## src/rtl/tone_pkg.sv

```systemverilog
package tone_pkg;

  localparam int PHASE_W = 16;
  localparam int CMD_W   = 32;

  typedef enum logic {
    WAVE_SQUARE = 1'b0,
    WAVE_SAW    = 1'b1
  } wave_t;

  typedef struct packed {
    logic [14:0]  spare;
    wave_t        wave;
    logic [15:0]  freq;
  } tone_cmd_t;

  // Rounded phase increment per sample; sample rate is clk_hz / wrap.
  function automatic logic [PHASE_W-1:0] step_for(input logic [15:0] freq,
                                                  input longint clk_hz,
                                                  input longint wrap);
    longint num;
    num = longint'(freq) * (longint'(1) <<< PHASE_W) * wrap;
    return PHASE_W'((num + clk_hz / 2) / clk_hz);
  endfunction

  // Duty level derived from the phase word; top is the largest legal level.
  function automatic logic [15:0] level_for(input wave_t wave,
                                            input logic [PHASE_W-1:0] ph,
                                            input logic mute,
                                            input int top);
    int scaled;
    if (mute) return 16'd0;
    if (wave == WAVE_SAW) begin
      scaled = int'(ph[PHASE_W-1 -: 8]) * top / 255;
      return 16'(scaled);
    end
    return ph[PHASE_W-1] ? 16'd0 : 16'(top);
  endfunction

endpackage

```

## src/rtl/cmd_queue.sv

```systemverilog
module cmd_queue #(
  parameter int W     = 32,
  parameter int DEPTH = 4
) (
  input  logic         clk,
  input  logic         rst_n,
  input  logic         push,
  input  logic [W-1:0] din,
  input  logic         pop,
  output logic [W-1:0] dout,
  output logic         empty,
  output logic         full
);
  localparam int AW = (DEPTH > 1) ? $clog2(DEPTH) : 1;
  localparam int CNTW = AW + 1;

  logic [W-1:0]    mem [DEPTH];
  logic [AW-1:0]   rd_ptr, wr_ptr;
  logic [CNTW-1:0] count;
  logic            do_push, do_pop;

  assign empty   = (count == '0);
  assign full    = (count == CNTW'(DEPTH));
  assign do_push = push && !full;
  assign do_pop  = pop && !empty;
  assign dout    = mem[rd_ptr];

  function automatic logic [AW-1:0] bump(input logic [AW-1:0] p);
    return (p == AW'(DEPTH - 1)) ? '0 : p + 1'b1;
  endfunction

  always_ff @(posedge clk) begin
    if (do_push) mem[wr_ptr] <= din;
  end

  always_ff @(posedge clk or negedge rst_n) begin
    if (!rst_n) begin
      rd_ptr <= '0;
      wr_ptr <= '0;
      count  <= '0;
    end else begin
      if (do_push) wr_ptr <= bump(wr_ptr);
      if (do_pop)  rd_ptr <= bump(rd_ptr);
      case ({do_push, do_pop})
        2'b10:   count <= count + 1'b1;
        2'b01:   count <= count - 1'b1;
        default: count <= count;
      endcase
    end
  end

  // a full queue with no removal stays full (offered word dropped)
  a_r11_no_overflow: assert property (@(posedge clk) disable iff (!rst_n)
    (full && !pop) |=> full);
  // removal is only requested when a command is held
  a_r4_pop_nonempty: assert property (@(posedge clk) disable iff (!rst_n)
    pop |-> !empty);

endmodule

```

## src/rtl/pwm_timer.sv

```systemverilog
module pwm_timer #(
  parameter int WRAP = 250,
  localparam int CW  = $clog2(WRAP)
) (
  input  logic          clk,
  input  logic          rst_n,
  output logic [CW-1:0] cnt,
  output logic          period_end
);
  assign period_end = (cnt == CW'(WRAP - 1));

  always_ff @(posedge clk or negedge rst_n) begin
    if (!rst_n)          cnt <= '0;
    else if (period_end) cnt <= '0;
    else                 cnt <= cnt + 1'b1;
  end

  // counter stays in range and restarts after the last count
  a_r2_wrap: assert property (@(posedge clk) disable iff (!rst_n)
    (cnt == CW'(WRAP - 1)) |=> (cnt == '0));
  a_r2_range: assert property (@(posedge clk) disable iff (!rst_n)
    cnt <= CW'(WRAP - 1));

endmodule

```

## src/rtl/tone_core.sv

```systemverilog
module tone_core
  import tone_pkg::*;
#(
  parameter longint CLK_HZ = 125_000_000,
  parameter int     WRAP   = 250,
  localparam int    LVL_W  = $clog2(WRAP)
) (
  input  logic             clk,
  input  logic             rst_n,
  input  logic             tick,
  input  logic             cmd_avail,
  input  logic [CMD_W-1:0] cmd_word,
  output logic             cmd_take,
  output logic [LVL_W-1:0] level_o
);
  tone_cmd_t          cmd;
  logic [PHASE_W-1:0] phase_q, step_q, phase_n, step_n;
  wave_t              wave_q, wave_n;
  logic               mute_q, mute_n;
  logic [LVL_W-1:0]   level_q, level_n;

  assign cmd      = tone_cmd_t'(cmd_word);
  assign cmd_take = tick && cmd_avail;

  always_comb begin
    step_n = step_q;
    wave_n = wave_q;
    mute_n = mute_q;
    if (cmd_take) begin
      step_n = step_for(cmd.freq, CLK_HZ, longint'(WRAP));
      wave_n = cmd.wave;
      mute_n = (cmd.freq == 16'd0);
    end
    phase_n = phase_q + step_n;
    level_n = LVL_W'(level_for(wave_n, phase_n, mute_n, WRAP - 1));
  end

  always_ff @(posedge clk or negedge rst_n) begin
    if (!rst_n) begin
      phase_q <= '0;
      step_q  <= '0;
      wave_q  <= WAVE_SQUARE;
      mute_q  <= 1'b1;
      level_q <= '0;
    end else if (tick) begin
      phase_q <= phase_n;
      step_q  <= step_n;
      wave_q  <= wave_n;
      mute_q  <= mute_n;
      level_q <= level_n;
    end
  end

  assign level_o = level_q;

  // level holds between ticks
  a_r3_level_hold: assert property (@(posedge clk) disable iff (!rst_n)
    !tick |=> $stable(level_q));
  // level never reaches the carrier period
  a_r7_level_range: assert property (@(posedge clk) disable iff (!rst_n)
    level_q <= LVL_W'(WRAP - 1));
  // without a new command the phase advances by the held step
  a_r10_phase_advance: assert property (@(posedge clk) disable iff (!rst_n)
    (tick && !cmd_take) |=> phase_q == PHASE_W'($past(phase_q) + $past(step_q)));
  // a silenced tone produces level 0
  a_r9_mute_zero: assert property (@(posedge clk) disable iff (!rst_n)
    (tick && mute_n) |=> level_q == '0);

endmodule

```

## src/rtl/tone_gen.sv

```systemverilog
module tone_gen
  import tone_pkg::*;
#(
  parameter longint CLK_HZ   = 125_000_000,
  parameter int     PWM_WRAP = 250,
  parameter int     Q_DEPTH  = 4,
  localparam int    LVL_W    = $clog2(PWM_WRAP)
) (
  input  logic             clk,
  input  logic             rst_n,
  input  logic             cmd_valid,
  input  logic [31:0]      cmd_data,
  output logic             cmd_ready,
  output logic             pwm_o,
  output logic [LVL_W-1:0] level_o
);
  logic             q_empty, q_full, q_pop, tick;
  logic [CMD_W-1:0] q_head;
  logic [LVL_W-1:0] pwm_cnt;

  assign cmd_ready = !q_full;

  cmd_queue #(.W(CMD_W), .DEPTH(Q_DEPTH)) u_queue (
    .clk   (clk),
    .rst_n (rst_n),
    .push  (cmd_valid),
    .din   (cmd_data),
    .pop   (q_pop),
    .dout  (q_head),
    .empty (q_empty),
    .full  (q_full)
  );

  pwm_timer #(.WRAP(PWM_WRAP)) u_timer (
    .clk        (clk),
    .rst_n      (rst_n),
    .cnt        (pwm_cnt),
    .period_end (tick)
  );

  tone_core #(.CLK_HZ(CLK_HZ), .WRAP(PWM_WRAP)) u_core (
    .clk       (clk),
    .rst_n     (rst_n),
    .tick      (tick),
    .cmd_avail (!q_empty),
    .cmd_word  (q_head),
    .cmd_take  (q_pop),
    .level_o   (level_o)
  );

  assign pwm_o = (pwm_cnt < level_o);

  // a zero level keeps the pin low for the whole period
  a_r2_zero_low: assert property (@(posedge clk) disable iff (!rst_n)
    (level_o == '0) |-> !pwm_o);
  // a command is removed only on a sample tick
  a_r4_pop_on_tick: assert property (@(posedge clk) disable iff (!rst_n)
    q_pop |-> tick);

endmodule

```

## config.mk

```make
export PLATFORM = sky130hd
export DESIGN_NAME = tone_gen
export DESIGN_NICKNAME = d
export VERILOG_FILES = /design/src/rtl/tone_pkg.sv /design/src/rtl/cmd_queue.sv /design/src/rtl/pwm_timer.sv /design/src/rtl/tone_core.sv /design/src/rtl/tone_gen.sv
export SDC_FILE = /design/constraint.sdc
export NUM_CORES = 1
export LEC_CHECK = 0
export BUFFER_PORTS_ARGS = -buffer_cell sky130_fd_sc_hd__buf_2
export CAP_MARGIN = 20
export CELL_PAD_IN_SITES_DETAIL_PLACEMENT = 0
export CELL_PAD_IN_SITES_GLOBAL_PLACEMENT = 1
export CORE_MARGIN = 2
export CORE_UTILIZATION = 43
export DETAILED_ROUTE_END_ITERATION = 12
export PLACE_DENSITY_LB_ADDON = 0.3
export SLEW_MARGIN = 40
export SYNTH_ARGS = -nofsm -noshare
export SYNTH_HDL_FRONTEND = slang
export SYNTH_HIERARCHICAL = 1
export SYNTH_SLANG_ARGS = --single-unit
```

## constraint.sdc

```tcl
create_clock -name clk -period 51.1 [get_ports clk]
set_input_delay 2.555 -clock clk [delete_from_list [all_inputs] [get_ports clk]]
set_output_delay 2.555 -clock clk [all_outputs]
set_load 0.02 [all_outputs]
```

Yosys cells after proc, flatten, opt, wreduce, memory -nomap -nowiden. Memories as Yosys holds them, arrays and structs flattened. Index checks and enable logic that the tools add are counted.

Bits in registers: 57. RAM bits: 128. Logic and storage cells: 53. Memories kept: 1.

$add $sub $neg: 7. Multiply operators: 2. Div/mod/pow operators: 2. Order comparisons: 1. Eq/ne operators: 6. Muxes and demuxes: 17. Reduce and logical (&&, ||, !) cells: 8.

Memories: u_queue.mem (depth 4, width 32, rd ports 1, clocked after memory_dff 0, write ports 1, RTL line cmd_queue.sv:17) `logic [W-1:0] mem [DEPTH];`.

Operator list (count): $add A64 B27 Y64 const B (1); $div A64 B28 Y64 const B (1); $mux W8 (6); $div A32 B9 Y32 const B (1); $mul A16 B7 Y23 const B (1); $add A16 B16 Y16 (1); $logic_not A16 Y1 (1); $mul A8 B8 Y16 const B (1); $mux W16 (1); $add A8 B1 Y8 const B (1); $eq A8 B8 Y1 const B (1); $lt A8 B8 Y1 (1); $mux W1 (7); $eq A2 B2 Y1 const B (3); $pmux W3 S2 (1); $add A2 B1 Y2 const B (2); $mux W2 (2); $add A3 B1 Y3 const B (1); $eq A3 B3 Y1 const B (1); $logic_and A1 B1 Y1 (3); $logic_not A3 Y1 (1); $sub A3 B1 Y3 const B (1); $eq A2 B1 Y1 const B (1); $logic_not A1 Y1 (2); $reduce_bool A2 Y1 (1).

Depth between registers and ports, before layout. Gate-level depths: netlist of the first run. An unclocked memory read counts as a cell.

Depth in word-level cells: 11. Depth in mapped cells: 222. Depth with buffers taken out: 201.

Modules after synthesis. Netlist of the first run, hierarchy kept.

Modules (own cells, without submodules): tone_core (times used 1, cells each 3174, area each 22695.5 um^2); cmd_queue (times used 1, cells each 208, area each 5116.2 um^2); pwm_timer (times used 1, cells each 41, area each 394.1 um^2); tone_gen (times used 1, cells each 27, area each 183.9 um^2).

Worst setup path before layout of the first run. No wires, ideal clock.

Path kind: flip-flop to flip-flop. Start point: reg u_queue.rd_ptr[0]. End point: reg u_core.level_q[0], in the netlist u_core/level_o[0]. Library setup time: 0.145 ns. Arrival time: 43.054 ns. Required time: 50.955 ns. Setup slack: 7.900 ns. Cell stages (with the launch flop): 205. Buffers on the path: 21. Clock period less this slack: 43.200 ns. Path through: dfrtp_1 -> buf_6 -> mux4_1 -> fa_1 -> fa_1 -> inv_1 -> fa_1 -> fa_1 -> inv_1 -> ha_1 -> o211ai_1 -> a21oi_2 -> o2111a_1 -> a211oi_2 -> and4_1 -> buf_4 -> nand2_2 -> or4_1 -> (+169 left out) -> nand2_1 -> or3_1 -> nand2b_1 -> nor2_1 -> nor2_1 -> nor2_1 -> xnor2_1 -> o32ai_1 -> xor2_1 -> nand2_1 -> nor3b_1 -> nand2_1 -> o211a_1 -> nor2b_1 -> mux2_2 -> a21oi_1 -> o21a_1 -> o22ai_1.

Cells in the longest elaborated chain, start to end: 11.

Ends and longest elaborated chain: start, declared (RTL line cmd_queue.sv:18) `logic [AW-1:0] rd_ptr, wr_ptr;`; start signal, assigned (RTL line cmd_queue.sv:43) `if (do_pop) rd_ptr <= bump(rd_ptr);`; $mem_v2 Z4 W32; net q_head[0] (RTL line tone_gen.sv:18) `logic [CMD_W-1:0] q_head;`; $mul A16 B7 Y23 (RTL line tone_pkg.sv:22) `num = longint'(freq) * (longint'(1) <<< PHASE_W) * wrap;`; $add A64 B27 Y64 (RTL line tone_pkg.sv:23) `return PHASE_W'((num + clk_hz / 2) / clk_hz);`; $div A64 B28 Y64 (RTL line tone_pkg.sv:23); $mux W16 (RTL line tone_core.sv:29) `if (cmd_take) begin`; net u_core.step_n[0] (RTL line tone_core.sv:17) `logic [PHASE_W-1:0] phase_q, step_q, phase_n, step_n;`; $add A16 B16 Y16 (RTL line tone_core.sv:34) `phase_n = phase_q + step_n;`; net u_core.phase_n[10] (RTL line tone_core.sv:17); $mul A8 B8 Y16 (RTL line tone_pkg.sv:34) `scaled = int'(ph[PHASE_W-1 -: 8]) * top / 255;`; $div A32 B9 Y32 (RTL line tone_pkg.sv:34); $mux W8 (RTL line tone_pkg.sv:33) `if (wave == WAVE_SAW) begin`; $mux W8 (RTL line tone_pkg.sv:37) `return ph[PHASE_W-1] ? 16'd0 : 16'(top);`; $mux W8 (RTL line tone_pkg.sv:33); end signal, assigned (RTL line tone_core.sv:50) `level_q <= level_n;`; end, declared (RTL line tone_core.sv:20) `logic [LVL_W-1:0] level_q, level_n;`.

The timed path passes the listed nets, and every way through them passes these cells. The select of a mux whose other input is x is not followed. A chain may end at the register's enable or synchronous reset.

Final worst setup path of the first run.
Start point: reg u_queue.rd_ptr[0]. End point: reg u_core.level_q[0], in the netlist u_core/level_o[0].

Cells in the longest elaborated chain, start to end: 11.

Ends and longest elaborated chain (RTL line): $mem_v2 Z4 W32 (*); net q_head[1] (tone_gen.sv:18); $mul A16 B7 Y23 (*) (tone_pkg.sv:22); $add A64 B27 Y64 (*) (tone_pkg.sv:23); $div A64 B28 Y64 (*) (tone_pkg.sv:23); $mux W16 (*) (tone_core.sv:29); net u_core.step_n[0] (tone_core.sv:17); $add A16 B16 Y16 (*) (tone_core.sv:34); net u_core.phase_n[15] (tone_core.sv:17); $mul A8 B8 Y16 (tone_pkg.sv:34); $div A32 B9 Y32 (tone_pkg.sv:34); $mux W8 (tone_pkg.sv:33); $mux W8 (*) (tone_pkg.sv:37); $mux W8 (*) (tone_pkg.sv:33).

The timed path passes the listed nets; every way through them passes the cells marked *. The select of a mux whose other input is x is not followed.

==> impl_results.md, run 1 <==
* Period minus WS final at approximately 47 ns
* Post-Route Skew at 0.0102 ns
* Status: complete, no violations
* Syn nets at between 3k and 4k
* Critical path class: register to register
* Htree depth at 4
* Hpwl dp at around 66 mm
* Root Buffer: clkbuf_16
* Fmax at 21.1 MHz
* Max FO, Critical Path at 21
* Clock transition at path regs at 0.06 ns
* WL final at a little over 80 mm
* Worst path arrival time at 47.69 ns
* Via count at 26.3k
* # fillers at 5979
* Number of detailed-route iterations in the first pass at 7
* DR vias/cell at 6.30
* Core area at just over 60000 um^2
* Commonest cells after routing, fill and taps aside: nand2_1 (302), nor2_1 (298), xnor2_1 (211)
* PortBufs at 29
* Worst-margin pin slew at 0.877 ns
* Pin count of the biggest net entering global routing at 58
* Overflow after GRT at 0
* DR iter-0 viols at 2097
* CP max stage delay at 0.69 ns
* Crit. End Element: register
* Mapped Area at around 26000 um^2
* Worst hold slack at 0.471 ns
* Diodes inserted at 0
* CTS Hold Bufs at 0
* Req. time, crit path at 51.38 ns
* Slowest cell on the critical path: mux4_2
* Crit start category: register
* Max-slew headroom at 0.411
* Clock tree buffer depth at 2
* Gpl congestion at about 1
* Cells after Synth at between 3k and 4k
* Clock Latency Late Sink at 0.43 ns
* CTS sink count at 125
* P&R area growth vs syn at 8.04%
* Synth warn at 6
* Total CTS buffers at 17
* CTS tree: yes
* Initial Util at 0.435
* Post-Syn Area per Cell at 7.78 um^2
* Hold Path Class: register to register
* Share of post-route cells with drive strength above 1 at 0.116
* Die area at ~63000 um^2
* Vias in the first global route at between 20k and 25k
* RSZ-0062 raised after global routing: false
* Fin crit share at 0.928
* Worst Setup Slack, final at 3.69 ns
* Nets@finish at 3649
* Max Cap Violations at 0
* Final setup viols at 0
* Die Span Y at 251 um
* # DRC at 0
* Die width at 251 um
* ANT nets after route at 0
* FP Rows at 90
* Final Hold Viols at 0
* TNS Setup at 0 ns
* Commonest non-fill, non-tap cell in the layout: nand2_1
* Avg WL per Cell at 19.5 um
* Total Routing Usage GR at 0.252
* Top Ports at between 40 and 50
* Pins Over Slew Limit at 0
* First-pass GRT wire length at 132 mm
* Antenna violations before repair at 4
* Post-Place Worst Slack at around 1.6 ns
-- through the flow --
| stage | util | cells | area, um^2 |
|---|---|---|---|
| 6_report | 0.470 | 4179 | 28400 |
| 5_1_grt | 0.470 | 4179 | 28400 |
| 4_1_cts | 0.461 | 4166 | 27800 |
| 3_5_place_dp | 0.452 | 4134 | 27300 |
| 3_3_place_gp | 0.451 | 4134 | 27200 |
| 2_1_floorplan | - | 3375 | 26200 |
-- critical path: cells and delay by family (launching register included) --
kind | cells | cell delay (ns)
DFF | 1 | 0.32
adders and majority gates | 18 | 6.89
buffers and inverters | 19 | 3.00
AOI/OAI and AO/OA | 76 | 19.02
and+or+nand+nor | 63 | 13.52
xor gates and xnor gates | 13 | 2.77
muxes | 4 | 1.66
-- path summary, 6_finish.rpt --
kind | slack, ns | cells after the start | endpoint | start
worst max-delay path | 3.69 | 193 | u_core/level_o[0]$_DFFE_PN0P_ | u_queue/rd_ptr[0]$_DFFE_PN0P_
worst min-delay path | 0.47 | 2 | u_core/step_q[6]$_DFFE_PN0P_ | u_core/step_q[6]$_DFFE_PN0P_
worst max register to register | 3.69 | 193 | u_core/level_o[0]$_DFFE_PN0P_ | u_queue/rd_ptr[0]$_DFFE_PN0P_
worst min register to register | 0.47 | 2 | u_core/step_q[6]$_DFFE_PN0P_ | u_core/step_q[6]$_DFFE_PN0P_
max in group asynchronous | 48.48 | 2 | u_queue/rd_ptr[1]$_DFFE_PN0P_ | rst_n
min in group asynchronous | 2.19 | 2 | u_core/step_q[0]$_DFFE_PN0P_ | rst_n
-- sequential cells by signal (all words and copies together) (netlist names) --
signal / count
u_core/level_o: 8
u_queue/wr_ptr: 2
u_core/step_q: 16
u_timer/cnt: 8
u_core/phase_q: 16
u_queue/rd_ptr: 2
u_queue/mem: 68
u_core/wave_q: 1
u_queue/count: 3
u_core/mute_q: 1
-- final cells by class --
cell class,count,area (um^2),share of cell area
multi-input combinational,2924,21900,0.771
clock buffer,18,429,0.0151
clock inverter,14,133,0.00468
inverter,221,833,0.0294
tap,782,978,0.0345
timing repair buffer,95,654,0.0231
sequential,125,3470,0.122
-- timing repair --
action,4_1_cts,5_1_grt
buffers inserted,0,12
resized for setup,0,66
endpoints found under the setup margin,0,3
-- routing by layer --
| metal | GRT usage | vias to the layer above | routed length, um | share of wire |
|---|---|---|---|---|
| li1 | - | 12600 | - | - |
| met1 | 0.372 | 12800 | 39200 | 0.48 |
| met2 | 0.395 | 788 | 36200 | 0.44 |
| met3 | 0.0239 | 76 | 4780 | 0.059 |
| met4 | 0.0573 | 4 | 1440 | 0.018 |
| met5 | 0 | - | 19 | 0.00023 |
Power of run 1 is left out: the tool's default activity adds up to more than one toggle a clock period on the data nets, which glitch-free logic cannot reach.
==> inputs of run 2 (changes only) <==
Settings changed: CORE_UTILIZATION 43 to 40.
==> run 2 against run 1 <==
Compared with the run above: register-to-register slack worse by 0.46 ns; critical path type unchanged; critical path depth is 2 lower; final cell count is 1.5% higher; largest cell class unchanged; highest routed layer is now met4.
==> impl_results.md, run 2 (synthesized netlist as in run 1, its figures left out) <==
* Worst path arrival time at approximately 48 ns
* CTS tree: yes
* DR iter-0 viols at about 1.9k
* Reg2reg end: u_core/level_o[0]$_DFFE_PN0P_
* Hpwl dp at 66.2 mm
* Avg WL per Cell at between 15 and 20 um
* Nets@finish at 3640
* ANT nets after route at 0
* Initial Util at 0.406
* Most frequent CP cell: nor2_1
* Die area at 67700 um^2
* Hold Path Depth at 2
* R2r setup slk at 3.24 ns
* Die width at 260 um
* Worst-margin pin slew at 0.872 ns
* First-pass GRT wire length at 133 mm
* PortBufs at 29
* CP max stage delay at 0.70 ns
* Overflow after GRT at 0
* Hold Startpoint: u_core/step_q[4]$_DFFE_PN0P_
* Gpl congestion at 1.02
* Clock tree buffer depth at 2
* Crit. End Element: register
* Commonest cells after routing, fill and taps aside: nand2_1 (301), nor2_1 (298), xnor2_1 (213)
* TNS Setup at 0 ns
* Pins Over Slew Limit at 0
* Antenna violations before repair at 1
* Hold EP: u_core/step_q[4]$_DFFE_PN0P_
* CTS Hold Bufs at 0
* Max Cap Violations at 0
* Clock Latency Late Sink at 0.44 ns
* Crit start category: register
* Hold Path Class: register to register
* Max reg flops at 68
* Post-Route Skew at 0.0123 ns
* Biggest register: u_queue/mem
* Placed Area at about 27000 um^2
* Final Hold Viols at 0
* Via count at 26.1k
* Area taken by multi-input logic gates at 21700 um^2
* R2R depth at 191
* Commonest non-fill, non-tap cell in the layout: nand2_1
* Total CTS buffers at 17
* Max FO, Critical Path at 21
* Critical path class: register to register
* CTS sink count at 125
* Reg-to-Reg Start: u_queue/rd_ptr[0]$_DFFE_PN0P_
* Slowest cell on the critical path: mux4_2
* Pin count of the biggest net entering global routing at 58
* Req. time, crit path at about 51 ns
* FP Rows at 93
* Cell area after layout at 28300 um^2
* RSZ-0062 raised after global routing: false
* Htree depth at 4
* Die Span Y at approximately 260 um
* Sequential Area at 3470 um^2
* Clock transition at path regs at 0.07 ns
* Worst Setup Slack, final at approximately 3.2 ns
* P&R area growth vs syn at 7.89%
* Diodes inserted at 0
* Status: complete, no violations
* DR vias/cell at slightly above 6
* Post-Place Worst Slack at 1.81 ns
* Total Routing Usage GR at 0.237
* Top Ports at 45
* Fin crit share at 0.937
* WL final at a little over 80 mm
* Vias in the first global route at 25.0k
* Max-slew headroom at 0.411
* # DRC at 0
* Share of post-route cells with drive strength above 1 at 0.111
* Biggest regs: u_queue/mem (68), u_core/phase_q (16), u_core/step_q (16)
* Number of detailed-route iterations in the first pass at 5
* Fmax at between 20 and 25 MHz
* Root Buffer: clkbuf_16
* Final setup viols at 0
* # fillers at 6643
* Period minus WS final at roughly 48 ns
* Core area at 64700 um^2
run 2: metrics by stage:
stage | hold slack [ns] | utilization | instances
global route | 0.515 | 0.438 | 4243
finish | 0.471 | 0.438 | 4243
CTS | 0.477 | 0.433 | 4242
floorplan | 0.439 | - | 3375
global placement | 0.451 | 0.423 | 4210
detailed placement | 0.460 | 0.424 | 4210
run 2: critical path: cells and delay by family, from the launching register on:
family / cells / cell delay [ns]
XOR/XNOR: 12 / 2.34
AO/OA/AOI/OAI: 70 / 16.82
AND/OR/NAND/NOR: 71 / 16.98
multiplexers: 2 / 1.05
buffers and inverters: 18 / 2.89
adder cells (fa/ha/maj): 18 / 7.08
flip-flops: 1 / 0.33
run 2: repair_timing:
item	in CTS	in global routing
gates resized for setup	0	43
setup buffers	0	1
endpoints found under the setup margin	0	2
hold endpoints to repair	0	0
run 2: cell type report:
type,instances,share of cell area
multi-input cells,2924,0.768
clock buffers,17,0.0150
flip-flops and latches,125,0.123
clock inverters,15,0.00680
inverters,221,0.0296
repair buffers,86,0.0204
well taps,855,0.0378
run 2: worst max path at each step:
stage	from	end	slack [ns]	depth (start not counted)
after floorplan	u_queue/rd_ptr[0]$_DFFE_PN0P_	u_core/level_o[0]$_DFFE_PN0P_	7.91	204
after global placement	u_queue/rd_ptr[1]$_DFFE_PN0P_	u_core/level_o[0]$_DFFE_PN0P_	2.63	186
after detailed placement	u_queue/rd_ptr[1]$_DFFE_PN0P_	u_core/level_o[0]$_DFFE_PN0P_	1.81	190
after CTS	u_queue/rd_ptr[1]$_DFFE_PN0P_	u_core/level_o[0]$_DFFE_PN0P_	1.52	190
after global routing	u_queue/rd_ptr[0]$_DFFE_PN0P_	u_core/level_o[0]$_DFFE_PN0P_	0.02	195
final	u_queue/rd_ptr[0]$_DFFE_PN0P_	u_core/level_o[0]$_DFFE_PN0P_	3.24	191
run 2: routing by layer:
metal	part of all wire	GRT usage	routed length, um
met1	0.47	0.339	38500
met2	0.44	0.381	36100
met3	0.056	0.0235	4590
met4	0.025	0.0619	2040
met5	0	0	0
Power of run 2 is left out for the same reason.
